### src/rtl/frame_load_gen.sv
module frame_load_gen #(
  parameter int CNT_W = 16,
  parameter int DLY_W = 16,
  parameter int LEN_W = 11
) (
  input  logic             clk,
  input  logic             rst_n,
  input  logic             enable,
  input  logic             start,
  input  logic [47:0]      dst_mac,
  input  logic [47:0]      src_mac,
  input  logic [15:0]      ether_type,
  input  logic [LEN_W-1:0] payload_len,
  input  logic             tag_en,
  input  logic [31:0]      tag_word,
  input  logic [6:0]       load_pct,
  input  logic [CNT_W-1:0] frame_total,
  input  logic [DLY_W-1:0] start_delay,
  output logic [7:0]       tx_data,
  output logic             tx_en,
  output logic [1:0]       status,
  output logic             load_err
);

  localparam int FS_W  = LEN_W + 1;
  localparam int NUM_W = FS_W + 7;
  localparam int GAP_W = NUM_W + 1;
  localparam int DC_W  = $clog2(NUM_W + 1);

  typedef enum logic [2:0] {S_IDLE, S_DIV, S_FRAME, S_GAP, S_DONE} st_t;

  st_t              st;
  logic [47:0]      da, sa;
  logic [15:0]      et;
  logic [LEN_W-1:0] plen;
  logic             tg_on;
  logic [31:0]      tg;
  logic [6:0]       lp;
  logic [CNT_W-1:0] frames_left;
  logic [DLY_W-1:0] dly;
  logic [DC_W-1:0]  div_cnt;
  logic [NUM_W-1:0] num_q;
  logic [6:0]       rem;
  logic [GAP_W-1:0] gap_len, gcnt;
  logic [FS_W-1:0]  pos;
  logic [31:0]      crc;
  logic             stop_req;

  function automatic logic [31:0] crc_byte(input logic [31:0] c, input logic [7:0] d);
    logic [31:0] r;
    r = c ^ {24'h0, d};
    for (int i = 0; i < 8; i++)
      r = r[0] ? ((r >> 1) ^ 32'hEDB88320) : (r >> 1);
    return r;
  endfunction

  logic [FS_W-1:0]  s_in;
  logic [NUM_W-1:0] num_in;
  logic             load_bad, go;
  assign s_in     = FS_W'(26) + FS_W'(payload_len) + (tag_en ? FS_W'(4) : FS_W'(0));
  assign num_in   = NUM_W'(s_in + FS_W'(12)) * NUM_W'(7'd100 - load_pct);
  assign load_bad = (load_pct == 7'd0) || (load_pct > 7'd100);
  assign go       = start && enable && (st == S_IDLE || st == S_DONE);

  logic [7:0] r2;
  logic       ge;
  assign r2 = {rem, num_q[NUM_W-1]};
  assign ge = r2 >= {1'b0, lp};

  logic [FS_W-1:0] pay_lo, fcs_lo, fsize;
  assign pay_lo = tg_on ? FS_W'(26) : FS_W'(22);
  assign fcs_lo = pay_lo + FS_W'(plen);
  assign fsize  = fcs_lo + FS_W'(4);

  logic [7:0]  byte_v;
  logic [31:0] crc_inv;
  assign crc_inv = ~crc;

  always_comb begin
    if (pos < FS_W'(7))                   byte_v = 8'h55;
    else if (pos == FS_W'(7))             byte_v = 8'hD5;
    else if (pos < FS_W'(14))             byte_v = 8'(da >> {FS_W'(13) - pos, 3'b000});
    else if (pos < FS_W'(20))             byte_v = 8'(sa >> {FS_W'(19) - pos, 3'b000});
    else if (pos < pay_lo - FS_W'(2))     byte_v = 8'(tg >> {FS_W'(23) - pos, 3'b000});
    else if (pos == pay_lo - FS_W'(2))    byte_v = et[15:8];
    else if (pos < pay_lo)                byte_v = et[7:0];
    else if (pos < fcs_lo)                byte_v = 8'(pos - pay_lo);
    else                                  byte_v = 8'(crc_inv >> {pos - fcs_lo, 3'b000});
  end

  assign tx_en   = (st == S_FRAME);
  assign tx_data = tx_en ? byte_v : 8'h00;
  assign status  = (st == S_IDLE) ? 2'd0 : (st == S_DONE) ? 2'd2 : 2'd1;

  always_ff @(posedge clk or negedge rst_n) begin
    if (!rst_n) begin
      st <= S_IDLE;  load_err <= 1'b0;
      da <= '0;  sa <= '0;  et <= '0;  plen <= '0;  tg_on <= 1'b0;  tg <= '0;  lp <= '0;
      frames_left <= '0;  dly <= '0;  div_cnt <= '0;  num_q <= '0;  rem <= '0;
      gap_len <= '0;  gcnt <= '0;  pos <= '0;  crc <= '1;  stop_req <= 1'b0;
    end else begin
      case (st)
        S_IDLE, S_DONE: begin
          if (go) begin
            if (load_bad) begin
              load_err <= 1'b1;
              st <= S_IDLE;
            end else begin
              load_err <= 1'b0;
              da <= dst_mac;  sa <= src_mac;  et <= ether_type;  plen <= payload_len;
              tg_on <= tag_en;  tg <= tag_word;  lp <= load_pct;
              frames_left <= frame_total;  dly <= start_delay;
              num_q <= num_in;  rem <= '0;  div_cnt <= DC_W'(NUM_W);
              stop_req <= 1'b0;
              st <= S_DIV;
            end
          end else if (st == S_DONE && !enable) begin
            st <= S_IDLE;
          end
        end
        S_DIV: begin
          if (!enable) begin
            st <= S_IDLE;
          end else begin
            if (div_cnt != '0) begin
              rem     <= ge ? 7'(r2 - {1'b0, lp}) : r2[6:0];
              num_q   <= {num_q[NUM_W-2:0], ge};
              div_cnt <= div_cnt - 1'b1;
            end
            if (dly != '0) dly <= dly - 1'b1;
            if (div_cnt == '0 && dly == '0) begin
              gap_len <= GAP_W'(num_q) + GAP_W'(12);
              pos <= '0;
              crc <= '1;
              st  <= (frames_left == '0) ? S_DONE : S_FRAME;
            end
          end
        end
        S_FRAME: begin
          if (!enable) stop_req <= 1'b1;
          if (pos >= FS_W'(8) && pos < fcs_lo) crc <= crc_byte(crc, byte_v);
          if (pos == fsize - FS_W'(1)) begin
            st <= S_GAP;
            gcnt <= gap_len;
            frames_left <= frames_left - 1'b1;
          end else begin
            pos <= pos + 1'b1;
          end
        end
        S_GAP: begin
          if (!enable) stop_req <= 1'b1;
          if (gcnt == GAP_W'(1)) begin
            if (stop_req || !enable) st <= S_IDLE;
            else if (frames_left == '0) st <= S_DONE;
            else begin
              st  <= S_FRAME;
              pos <= '0;
              crc <= '1;
            end
          end else begin
            gcnt <= gcnt - 1'b1;
          end
        end
        default: st <= S_IDLE;
      endcase
    end
  end

  logic [3:0] idle_run;
  logic       seen_frame;
  always_ff @(posedge clk or negedge rst_n) begin
    if (!rst_n) begin
      idle_run <= '0;
      seen_frame <= 1'b0;
    end else begin
      if (tx_en) begin
        idle_run <= '0;
        seen_frame <= 1'b1;
      end else if (idle_run != 4'hF) begin
        idle_run <= idle_run + 1'b1;
      end
    end
  end


  status_enc_chk: assert property (@(posedge clk) disable iff (!rst_n) status != 2'd3);

  done_quiet_chk: assert property (@(posedge clk) disable iff (!rst_n) status == 2'd2 |-> !tx_en);

  preamble_first_chk: assert property (@(posedge clk) disable iff (!rst_n) $rose(tx_en) |-> tx_data == 8'h55);

  min_gap_chk: assert property (@(posedge clk) disable iff (!rst_n)
    ($rose(tx_en) && seen_frame) |-> idle_run >= 4'd12);

  bad_load_chk: assert property (@(posedge clk) disable iff (!rst_n)
    (start && enable && status != 2'd1 && load_bad) |=> (status == 2'd0 && load_err));

  no_start_chk: assert property (@(posedge clk) disable iff (!rst_n)
    (status == 2'd0 && !enable) |=> status == 2'd0);

endmodule

### config.mk
export PLATFORM = sky130hd
export DESIGN_NAME = frame_load_gen
export DESIGN_NICKNAME = d
export VERILOG_FILES = /design/src/rtl/frame_load_gen.sv
export SDC_FILE = /design/constraint.sdc
export NUM_CORES = 1
export LEC_CHECK = 0
export BUFFER_PORTS_ARGS = -buffer_cell sky130_fd_sc_hd__buf_4
export CORE_MARGIN = 2
export CORE_UTILIZATION = 56
export CTS_CLUSTER_SIZE = 16
export DETAILED_ROUTE_END_ITERATION = 6
export PLACE_DENSITY = 0.86
export SETUP_SLACK_MARGIN = 0.15
export SKIP_LAST_GASP = 1
export SYNTH_ARGS = -nofsm -noshare
export SYNTH_HDL_FRONTEND = slang
export SYNTH_SLANG_ARGS = --single-unit
### constraint.sdc
create_clock -name clk -period 6.8 [get_ports clk]
set_input_delay 0.34 -clock clk [delete_from_list [all_inputs] [get_ports clk]]
set_output_delay 0.34 -clock clk [all_outputs]
set_load 0.05 [all_outputs]
==> flow_metrics.env, run 1 <==
export IMPL_period_minus_slack_ps=6390
export IMPL_hold_viol_final=0
export IMPL_dr_total_vias=20400
export IMPL_area_growth_pct=21.9
export IMPL_grt_pass1_wl_um=109000
export IMPL_synth_common_cells="nand2_1 (612), dfrtp_1 (283), nor2_1 (192)"
export IMPL_postRouteWirelength_um=68000
export IMPL_track_usage_pct=33.6
export IMPL_synth_cell_types=87
export IMPL_outcome="finished, violations left"
export IMPL_gr_max_usage_layer="met2"
export IMPL_clockPowerShare_pct=15.7
export IMPL_rsz0062_at_grt="yes"
export IMPL_critPathKind="flip-flop to output port"
export IMPL_drv_slew=0
export IMPL_power_density_mw_per_mm2=493
export IMPL_place_congestion=0.919
export IMPL_max_stage_delay_ps=520
export IMPL_async_flop_share_pct=100
export IMPL_period_share_pct=94.0
export IMPL_ctsHtreeMaxLevel=2
export IMPL_die_area_mm2=0.0406
export IMPL_vdd_drop_max_mv=0.365
export IMPL_cp_common_cell="buf_4"
export IMPL_netSwitchingFraction_pct=45.9
export IMPL_crit_family="compound AO/OA/AOI/OAI gates"
export IMPL_port_buffers=210
export IMPL_worstHoldPathCells=3
export IMPL_clock_skew_ps=42.7
export IMPL_cts_tree="yes"
export IMPL_cts_buffers=37
export IMPL_drtIter0Drc=2316
export IMPL_detailed_place_hpwl_um=42000
export IMPL_reg2reg_depth=20
export IMPL_use_met3_pct=6.92
export IMPL_pre_cts_ws_ps=-139
export IMPL_insertion_delay_ps=600
export IMPL_drt_pass1_iterations=7
export IMPL_yosys_area_top_type="dfrtp_1"
export IMPL_hold_start="frame_total[0]"
export IMPL_antenna_found_initial=3
export IMPL_crit_path_end_kind="output port"
export IMPL_initial_utilization_pct=56.6
export IMPL_critPathMaxFanout=10
export IMPL_die_x_um=201
export IMPL_gr_total_overflow=0
export IMPL_multiInputGateArea_mm2=0.0129
export IMPL_slew_headroom_pct=15.5
export IMPL_start_kind="flip-flop"
export IMPL_fin_util_pct=69.0
export IMPL_post_cts_buffers=0
export IMPL_cp_cell_sequence="inv_1 -> fa_1 -> a211oi_4 -> nor3b_1 -> xnor2_1 -> ha_1 -> o21ai_0 -> a22oi_1 -> a32o_1 -> a211oi_2 -> buf_4 -> nor4b_2 -> o2111ai_4 -> nor2_1 -> nand2_1 -> a21o_1 -> a2111oi_2 -> buf_4"
export IMPL_total_leakage_power_nw=12.4
export IMPL_cp_buffers_inverters=3
export IMPL_num_rows=72
export IMPL_regToRegSetupSlack_ps=720
export IMPL_maxCapViolCount=0
export IMPL_syn_avg_cell_area_um2=8.73
export IMPL_netlist_area_leader_share_pct=32.4
export IMPL_tightest_slew_ps=1270
export IMPL_use_met2_pct=55.1
export IMPL_synth_edf_count=0
export IMPL_routedWlPerCell_um=20.3
export IMPL_fin_nets=3165
export IMPL_fin_ws_ps=409
export IMPL_grt_pass1_vias=20500
export IMPL_layout_drive_gt1_share_pct=15.1
export IMPL_yosysWarningCount=0
export IMPL_ios=211
export IMPL_clock_sinks=315
export IMPL_violations="design-rule violations"
export IMPL_die_h_um=201
export IMPL_critPathSlowestCell="fa_1"
export IMPL_power_frac_comb_pct=58.2
export IMPL_p_int_w=0.00710
export IMPL_drtAntennaViolNets=0
export IMPL_clk_path_buf_depth=3
export IMPL_r2r_end="crc[5]"
export IMPL_clkTransAtPathRegs_ps=60
export IMPL_core_mm2=0.0386
export IMPL_syn_instance_count=2502
export IMPL_max_freq_mhz=156
export IMPL_hp_class="primary input to flip-flop"
export IMPL_met1_usage_pct=42.5
export IMPL_synthMostInstantiatedCell="nand2_1"
export IMPL_yosys_register_bits=315
export IMPL_via_per_inst=6.09
export IMPL_seqPwrFrac_pct=26.1
export IMPL_syn_area_mm2=0.0218
export IMPL_syn_nets=2859
export IMPL_cp_data_required_time_ps=6460
export IMPL_seq_area_frac_synth_pct=36.3
export IMPL_synth_ff_type="dfrtp_1"
export IMPL_drc=4
export IMPL_r2r_start="tg_on"
export IMPL_root_buffer="clkbuf_16"
export IMPL_grt_max_degree=184
export IMPL_min_to="frames_left[0]"
export IMPL_power_switching_w=0.00602
export IMPL_regArea_mm2=0.00792
export IMPL_worstPathArrival_ps=6050
export IMPL_finalSetupViolations=0
export IMPL_synthTopCellsByArea="dfrtp_1 (32%), nand2_1 (11%), fa_1 (6.1%), ha_1 (5.3%), xnor2_1 (3.9%)"
export IMPL_fillCellCount=2745
## worst max path at each step
stage              startpoint    endpoint  slack (ps)  depth (start not counted)
5_1_grt                 tg_on  tx_data[5]         120                         19
3_3_place_gp   payload_len[2]   num_q[18]         160                         30
6_report                tg_on  tx_data[5]         410                         18
4_1_cts        payload_len[2]   num_q[18]         300                         30
3_5_place_dp   payload_len[2]   num_q[18]        -140                         31
2_1_floorplan     load_pct[0]   num_q[18]         370                         29
## cells in the final DEF (no fill, tap or decap), types with 11 or more instances in the layout
cell type / instances
nand2b_1: 20
o22a_1: 39
dfstp_2: 32
nand2_1: 612
a22oi_1: 28
dlygate4sd3_1: 145
and2_1: 22
xor2_1: 46
mux4_2: 32
clkbuf_1: 11
nand3_1: 33
clkbuf_16: 37
buf_4: 238
a21o_1: 13
nor3_1: 48
nor4_1: 15
fa_1: 66
dfrtp_1: 282
and3_1: 19
nor2b_1: 22
a21oi_1: 122
ha_1: 92
o21ai_0: 157
mux2i_1: 17
xnor2_1: 97
o22ai_1: 11
or3_1: 15
inv_1: 150
nor2_1: 189
## worst min-delay path: cells and delay by family
family	cells	cell delay, ps
and+or+nand+nor	2	130
buffers and inverters	1	80
## registers in the layout (all words and copies together), names as in the netlist
register	count
crc	32
da	48
div_cnt	5
dly	16
et	16
frames_left	16
gap_len	20
gcnt	20
load_err	1
lp	7
num_q	19
plen	11
pos	12
rem	7
sa	48
st	3
stop_req	1
tg	32
tg_on	1
## through the flow
stage / power [W] / area [um2] / setup TNS [ps] / std cells / hold slack, ps
2_1_floorplan: 0.00881 / 21800 / 0 / 2502 / 44.4
3_3_place_gp: 0.0102 / 23900 / 0 / 3142 / 453
3_5_place_dp: 0.0106 / 23900 / -139 / 3142 / 457
4_1_cts: 0.0127 / 26600 / 0 / 3353 / 0.843
5_1_grt: 0.0140 / 26600 / 0 / 3356 / 28.1
6_report: 0.0131 / 26600 / 0 / 3356 / 14.3
## metal layers
metal / vias up / wire length [um]
met5: - / 0
met4: 0 / 3610
met3: 294 / 5740
met2: 1162 / 32400
met1: 9890 / 26200
li1: 9076 / -
## logic make-up (layout without fill, tap and decap cells)
| group | Yosys count | after routing | synth area share, % |
|---|---|---|---|
| and+or+nand+nor | 1058 | 1058 | 21.1 |
| DFF | 315 | 315 | 36.3 |
| adders and majority gates | 158 | 158 | 11.3 |
| other | 0 | 3 | 0 |
| muxes | 58 | 58 | 4.56 |
| buffers and inverters | 268 | 601 | 4.66 |
| xor gates and xnor gates | 164 | 164 | 7.82 |
| AOI/OAI and AO/OA | 481 | 481 | 14.3 |
## cell type report
| cell class | count | share of cell area, % |
|---|---|---|
| Antenna cell | 3 | 0.0282 |
| Sequential cell | 315 | 29.8 |
| Timing Repair Buffer | 385 | 12.3 |
| Multi-Input combinational cell | 1919 | 48.6 |
| Inverter | 150 | 2.12 |
| Clock buffer | 58 | 4.15 |
| Tap cell | 518 | 2.43 |
| Clock inverter | 8 | 0.564 |
## power groups by stage
stage          clock [W]  sequential, W  combinational, W
2_1_floorplan          0        0.00310           0.00570
3_3_place_gp           0        0.00327           0.00696
3_5_place_dp           0        0.00334           0.00722
4_1_cts          0.00204        0.00332           0.00738
5_1_grt          0.00215        0.00349           0.00834
6_report         0.00206        0.00343           0.00763
## timing repair
action | 4_1_cts | 5_1_grt
pin swaps | 0 | 1
gates resized for setup | 1 | 8
endpoints found under the setup margin | 1 | 3
hold buffers | 145 | 0
endpoints found under the hold margin | 276 | 0
No activity file was read; power rests on OpenSTA's default activity.
==> run 2, diff against run 1 <==
Settings changed: BUFFER_PORTS_ARGS -buffer_cell sky130_fd_sc_hd__buf_4 to not set, DONT_BUFFER_PORTS set to 1, PLACE_DENSITY 0.86 to 0.81.
==> flow_metrics.env, run 2 (same netlist as run 1, synthesis figures left out) <==
export IMPL_dp_cells=2934
export IMPL_hold_viol_final=313
export IMPL_setup_tns_ps=0
export IMPL_worstPathArrival_ps=6810
export IMPL_port_buffers=0
export IMPL_detailed_place_hpwl_um=40900
export IMPL_gr_total_overflow=0
export IMPL_clkTransAtPathRegs_ps=70
export IMPL_gr_max_usage_layer="met2"
export IMPL_cts_buffers=37
export IMPL_ctsHoldBuffers=182
export IMPL_clock_skew_ps=26.0
export IMPL_violations="design-rule violations, negative hold slack"
export IMPL_drv_slew=0
export IMPL_clk_path_buf_depth=3
export IMPL_grt_pass1_wl_um=104000
export IMPL_ios=211
export IMPL_ctsHtreeMaxLevel=2
export IMPL_use_met2_pct=52.4
export IMPL_start_kind="primary input"
export IMPL_layout_common_cells="nand2_1 (611), dfrtp_1 (282), nor2_1 (188)"
export IMPL_clock_sinks=315
export IMPL_num_rows=72
export IMPL_slew_headroom_pct=17.6
export IMPL_via_per_inst=6.06
export IMPL_critPathKind="primary input to flip-flop"
export IMPL_vdd_drop_max_mv=0.283
export IMPL_post_cts_buffers=0
export IMPL_cp_data_required_time_ps=7240
export IMPL_place_area_mm2=0.0223
export IMPL_maxCapViolCount=0
export IMPL_grt_pass1_vias=19400
export IMPL_cts_tree="yes"
export IMPL_die_x_um=201
export IMPL_period_share_pct=93.7
export IMPL_layout_drive_gt1_share_pct=8.67
export IMPL_grt_max_degree=316
export IMPL_drc=2
export IMPL_met1_usage_pct=41.9
export IMPL_r2r_start="tg_on"
export IMPL_dr_total_vias=19300
export IMPL_drt_pass1_iterations=7
export IMPL_regToRegSetupSlack_ps=780
export IMPL_die_h_um=201
export IMPL_place_congestion=0.934
export IMPL_die_area_mm2=0.0406
export IMPL_period_minus_slack_ps=6370
export IMPL_core_mm2=0.0386
export IMPL_reg_largest_list="da (48), sa (48)"
export IMPL_initial_utilization_pct=56.6
export IMPL_crit_path_end_kind="flip-flop"
export IMPL_max_freq_mhz=157
export IMPL_outcome="finished, violations left"
export IMPL_whs_ps=-509
export IMPL_critPathMaxFanout=3
export IMPL_final_instance_count_excl_fill=3185
export IMPL_insertion_delay_ps=570
export IMPL_total_leakage_power_nw=11.6
export IMPL_finalSetupViolations=0
export IMPL_postRouteWirelength_um=64500
export IMPL_antenna_found_initial=2
export IMPL_fin_nets=2994
export IMPL_routedWlPerCell_um=20.2
export IMPL_final_cell_area_mm2=0.0254
export IMPL_tightest_slew_ps=1230
export IMPL_area_growth_pct=16.6
export IMPL_hp_class="primary input to async pin"
export IMPL_power_density_mw_per_mm2=510
export IMPL_fin_util_pct=66.0
export IMPL_use_met3_pct=6.09
export IMPL_drtAntennaViolNets=0
export IMPL_r2r_end="crc[29]"
export IMPL_final_common_cell="nand2_1"
export IMPL_track_usage_pct=31.8
export IMPL_rsz0062_at_grt="yes"
export IMPL_reg2reg_depth=21
export IMPL_drtIter0Drc=2044
export IMPL_root_buffer="clkbuf_16"
-- run 2: what timing repair did --
action                     4_1_cts  5_1_grt
gates resized for setup          0        5
hold endpoints to repair       498      315
setup endpoints to repair        0        4
-- run 2: report_power, final --
| part | internal, W | leakage, nW | switching (W) | total, W |
|---|---|---|---|---|
| sequential | 0.00267 | 3.92 | 0.000742 | 0.00341 |
| clock | 0.00127 | 0.642 | 0.000871 | 0.00214 |
| combinational | 0.00315 | 7.04 | 0.00426 | 0.00741 |
| total | 0.00709 | 11.6 | 0.00587 | 0.0130 |
-- run 2: cell type report --
cell class,count,area (um2)
inverter,150,563
clock inverter,20,263
clock buffer,47,1020
sequential,315,7920
fill,2926,13100
multi-input combinational,1919,12900
antenna,2,5.00
timing repair buffer,214,2070
tap,518,648
-- run 2: metrics by stage --
stage,worst slack (ps),total power [W]
6_report,430,0.0130
5_1_grt,-53.9,0.0139
4_1_cts,188,0.0127
3_5_place_dp,-190,0.0104
3_3_place_gp,74.3,0.0101
2_1_floorplan,374,0.00881
-- run 2: critical path, stage by stage --
cell,delay [ps]
dlygate4sd3_1,580
inv_1,100
fa_1,440
nand2b_1,180
nor2_2,180
xor2_2,240
nor2_1,70
ha_1,270
inv_1,50
fa_1,540
fa_1,440
fa_1,540
inv_1,40
ha_1,320
nor2b_1,150
o21ai_0,200
a21boi_0,140
o21ai_0,220
a21boi_0,150
o21ai_1,180
a21boi_0,140
o21ai_0,250
a21boi_0,190
o21ai_1,200
a21oi_1,100
or4_1,400
and3_1,150
-- run 2: how the worst max path moves through the flow --
stage / from / endpoint / cells past startpoint
finish: payload_len[3] / num_q[18] / 27
global placement: payload_len[2] / num_q[18] / 30
global route: payload_len[3] / num_q[18] / 27
floorplan: load_pct[0] / num_q[18] / 29
CTS: payload_len[3] / num_q[18] / 27
detailed placement: payload_len[2] / num_q[18] / 30
-- run 2: routing by layer --
metal,share of wire [%],up-vias
met5,0,-
met3,8.1,214
met2,47,958
met4,4.0,0
li1,-,8734
met1,41,9410
==> run 3, diff against run 2 <==
Settings changed: CTS_BUF_LIST set to sky130_fd_sc_hd__clkbuf_8, REMOVE_ABC_BUFFERS set to 1.
==> flow_metrics.env, run 3 (same netlist as run 1, synthesis figures left out) <==
export IMPL_finalSetupViolations=0
export IMPL_root_buffer="clkbuf_8"
export IMPL_hp_class="primary input to async pin"
export IMPL_slew_headroom_pct=9.48
export IMPL_detailed_place_hpwl_um=41700
export IMPL_port_buffers=0
export IMPL_place_area_mm2=0.0223
export IMPL_max_stage_delay_ps=470
export IMPL_grt_pass1_wl_um=104000
export IMPL_die_h_um=201
export IMPL_maxCapViolCount=0
export IMPL_outcome="finished, violations left"
export IMPL_grt_max_degree=316
export IMPL_ios=211
export IMPL_ctsHtreeMaxLevel=2
export IMPL_layout_common_cells="nand2_1 (611), dfrtp_1 (282), dlygate4sd3_1 (199)"
export IMPL_period_share_pct=94.1
export IMPL_reg_largest_list="da (48), sa (48)"
export IMPL_power_frac_comb_pct=58.9
export IMPL_core_mm2=0.0386
export IMPL_diodes=0
export IMPL_tightest_slew_ps=1350
export IMPL_num_rows=72
export IMPL_cts_tree="yes"
export IMPL_die_x_um=201
export IMPL_period_minus_slack_ps=6400
export IMPL_total_leakage_power_nw=11.7
export IMPL_clock_sinks=315
export IMPL_fin_nets=3026
export IMPL_seqPwrFrac_pct=27.1
export IMPL_drt_pass1_iterations=7
export IMPL_grt_pass1_vias=19400
export IMPL_critPathKind="flip-flop to output port"
export IMPL_via_per_inst=6.01
export IMPL_vdd_drop_max_mv=0.347
export IMPL_cts_buffers=55
export IMPL_place_congestion=0.924
export IMPL_area_growth_pct=16.3
export IMPL_drv_slew=0
export IMPL_drc=4
export IMPL_dr_total_vias=19400
export IMPL_final_common_cell="nand2_1"
export IMPL_worstPathArrival_ps=6060
export IMPL_clkTransAtPathRegs_ps=60
export IMPL_start_kind="flip-flop"
export IMPL_cp_data_required_time_ps=6460
export IMPL_drtAntennaViolNets=0
export IMPL_track_usage_pct=32.0
export IMPL_clk_path_buf_depth=3
export IMPL_drtIter0Drc=1720
export IMPL_clockPowerShare_pct=14.0
export IMPL_postRouteWirelength_um=64800
export IMPL_cp_cell_sequence="inv_1 -> ha_1 -> a21o_1 -> a211oi_2 -> nor2_1 -> xnor2_1 -> ha_1 -> o21ai_0 -> a22oi_1 -> a32o_1 -> a211oi_2 -> buf_4 -> nor4b_2 -> o2111ai_4 -> nor2_1 -> nand2_1 -> a21o_1 -> a2111oi_2 -> buf_4"
export IMPL_final_cell_area_mm2=0.0254
export IMPL_crit_path_end_kind="output port"
export IMPL_max_freq_mhz=156
export IMPL_rsz0062_at_grt="yes"
export IMPL_critPathMaxFanout=10
export IMPL_clock_skew_ps=51.3
export IMPL_die_area_mm2=0.0406
export IMPL_hold_viol_final=315
export IMPL_violations="design-rule violations, negative hold slack"
export IMPL_fin_util_pct=65.8
export IMPL_gr_total_overflow=0
export IMPL_power_density_mw_per_mm2=498
export IMPL_whs_ps=-631
export IMPL_critPathSlowestCell="a2111oi_2"
export IMPL_routedWlPerCell_um=20.0
export IMPL_netSwitchingFraction_pct=46.7
export IMPL_ctsHoldBuffers=199
export IMPL_insertion_delay_ps=680
export IMPL_layout_drive_gt1_share_pct=8.85
export IMPL_power_switching_w=0.00590
export IMPL_regToRegSetupSlack_ps=690
export IMPL_antenna_found_initial=0
export IMPL_initial_utilization_pct=56.6
export IMPL_p_int_w=0.00673
## run 3: per-stage QoR
stage | setup slack (ps) | setup TNS (ps) | std cells | hold slack, ps | total power, W
floorplan | -3750 | -299320 | 2384 | 44.4 | 0.00878
global placement | 132 | 0 | 2931 | 53.1 | 0.0101
detailed placement | -18.5 | -18.5 | 2931 | 52.0 | 0.0104
CTS | 228 | 0 | 3230 | -663 | 0.0123
global route | 71.6 | 0 | 3230 | -659 | 0.0135
finish | 404 | 0 | 3230 | -631 | 0.0126
## run 3: worst max-delay path: cells and delay by family (launching register included)
kind,cells,cell delay (ps)
adder cells (fa/ha/maj),2,670
flip-flops,1,450
AND/OR/NAND/NOR,4,830
AO/OA/AOI/OAI,9,2320
XOR/XNOR,1,320
buffers and inverters,3,780
## run 3: power by group through the flow
stage | Combinational, W | Clock, W | Sequential (W)
final | 0.00744 | 0.00177 | 0.00342
after global routing | 0.00815 | 0.00187 | 0.00349
after global placement | 0.00679 | 0 | 0.00332
after CTS | 0.00722 | 0.00178 | 0.00335
after detailed placement | 0.00703 | 0 | 0.00337
after floorplan | 0.00558 | 0 | 0.00320
## run 3: metal layers
| metal | vias to the layer above | GRT usage [%] | routed length [um] |
|---|---|---|---|
| li1 | 8812 | - | - |
| met1 | 9368 | 40.8 | 25700 |
| met2 | 1051 | 52.0 | 30400 |
| met3 | 195 | 7.16 | 5720 |
| met4 | 0 | 15.1 | 2910 |
| met5 | - | 0 | 0 |
## run 3: final cells by class
cell class / instances / area (um2)
clock inverters: 38 / 229
clock buffers: 62 / 853
inverters: 150 / 563
repair buffers: 228 / 2210
multi-input cells: 1919 / 13000
well taps: 518 / 648
fillers: 2894 / 13200
flip-flops and latches: 315 / 7920
## run 3: final timing paths
check / from / to / depth (start not counted)
max in group asynchronous: rst_n / dly[3] / 0
setup reg to reg: tg_on / crc[23] / 21
min in group clk: enable / st[2] / 5
hold reg to reg: sa[10] / sa[10] / 2
setup / recovery: tg_on / tx_data[5] / 19
hold / removal: rst_n / da[35] / 0
## run 3: repair_timing
action                                  in CTS  in global routing
setup buffers                                0                  0
endpoints found under the hold margin      512                315
resized for setup                            0                  4
endpoints found under the setup margin       0                 10
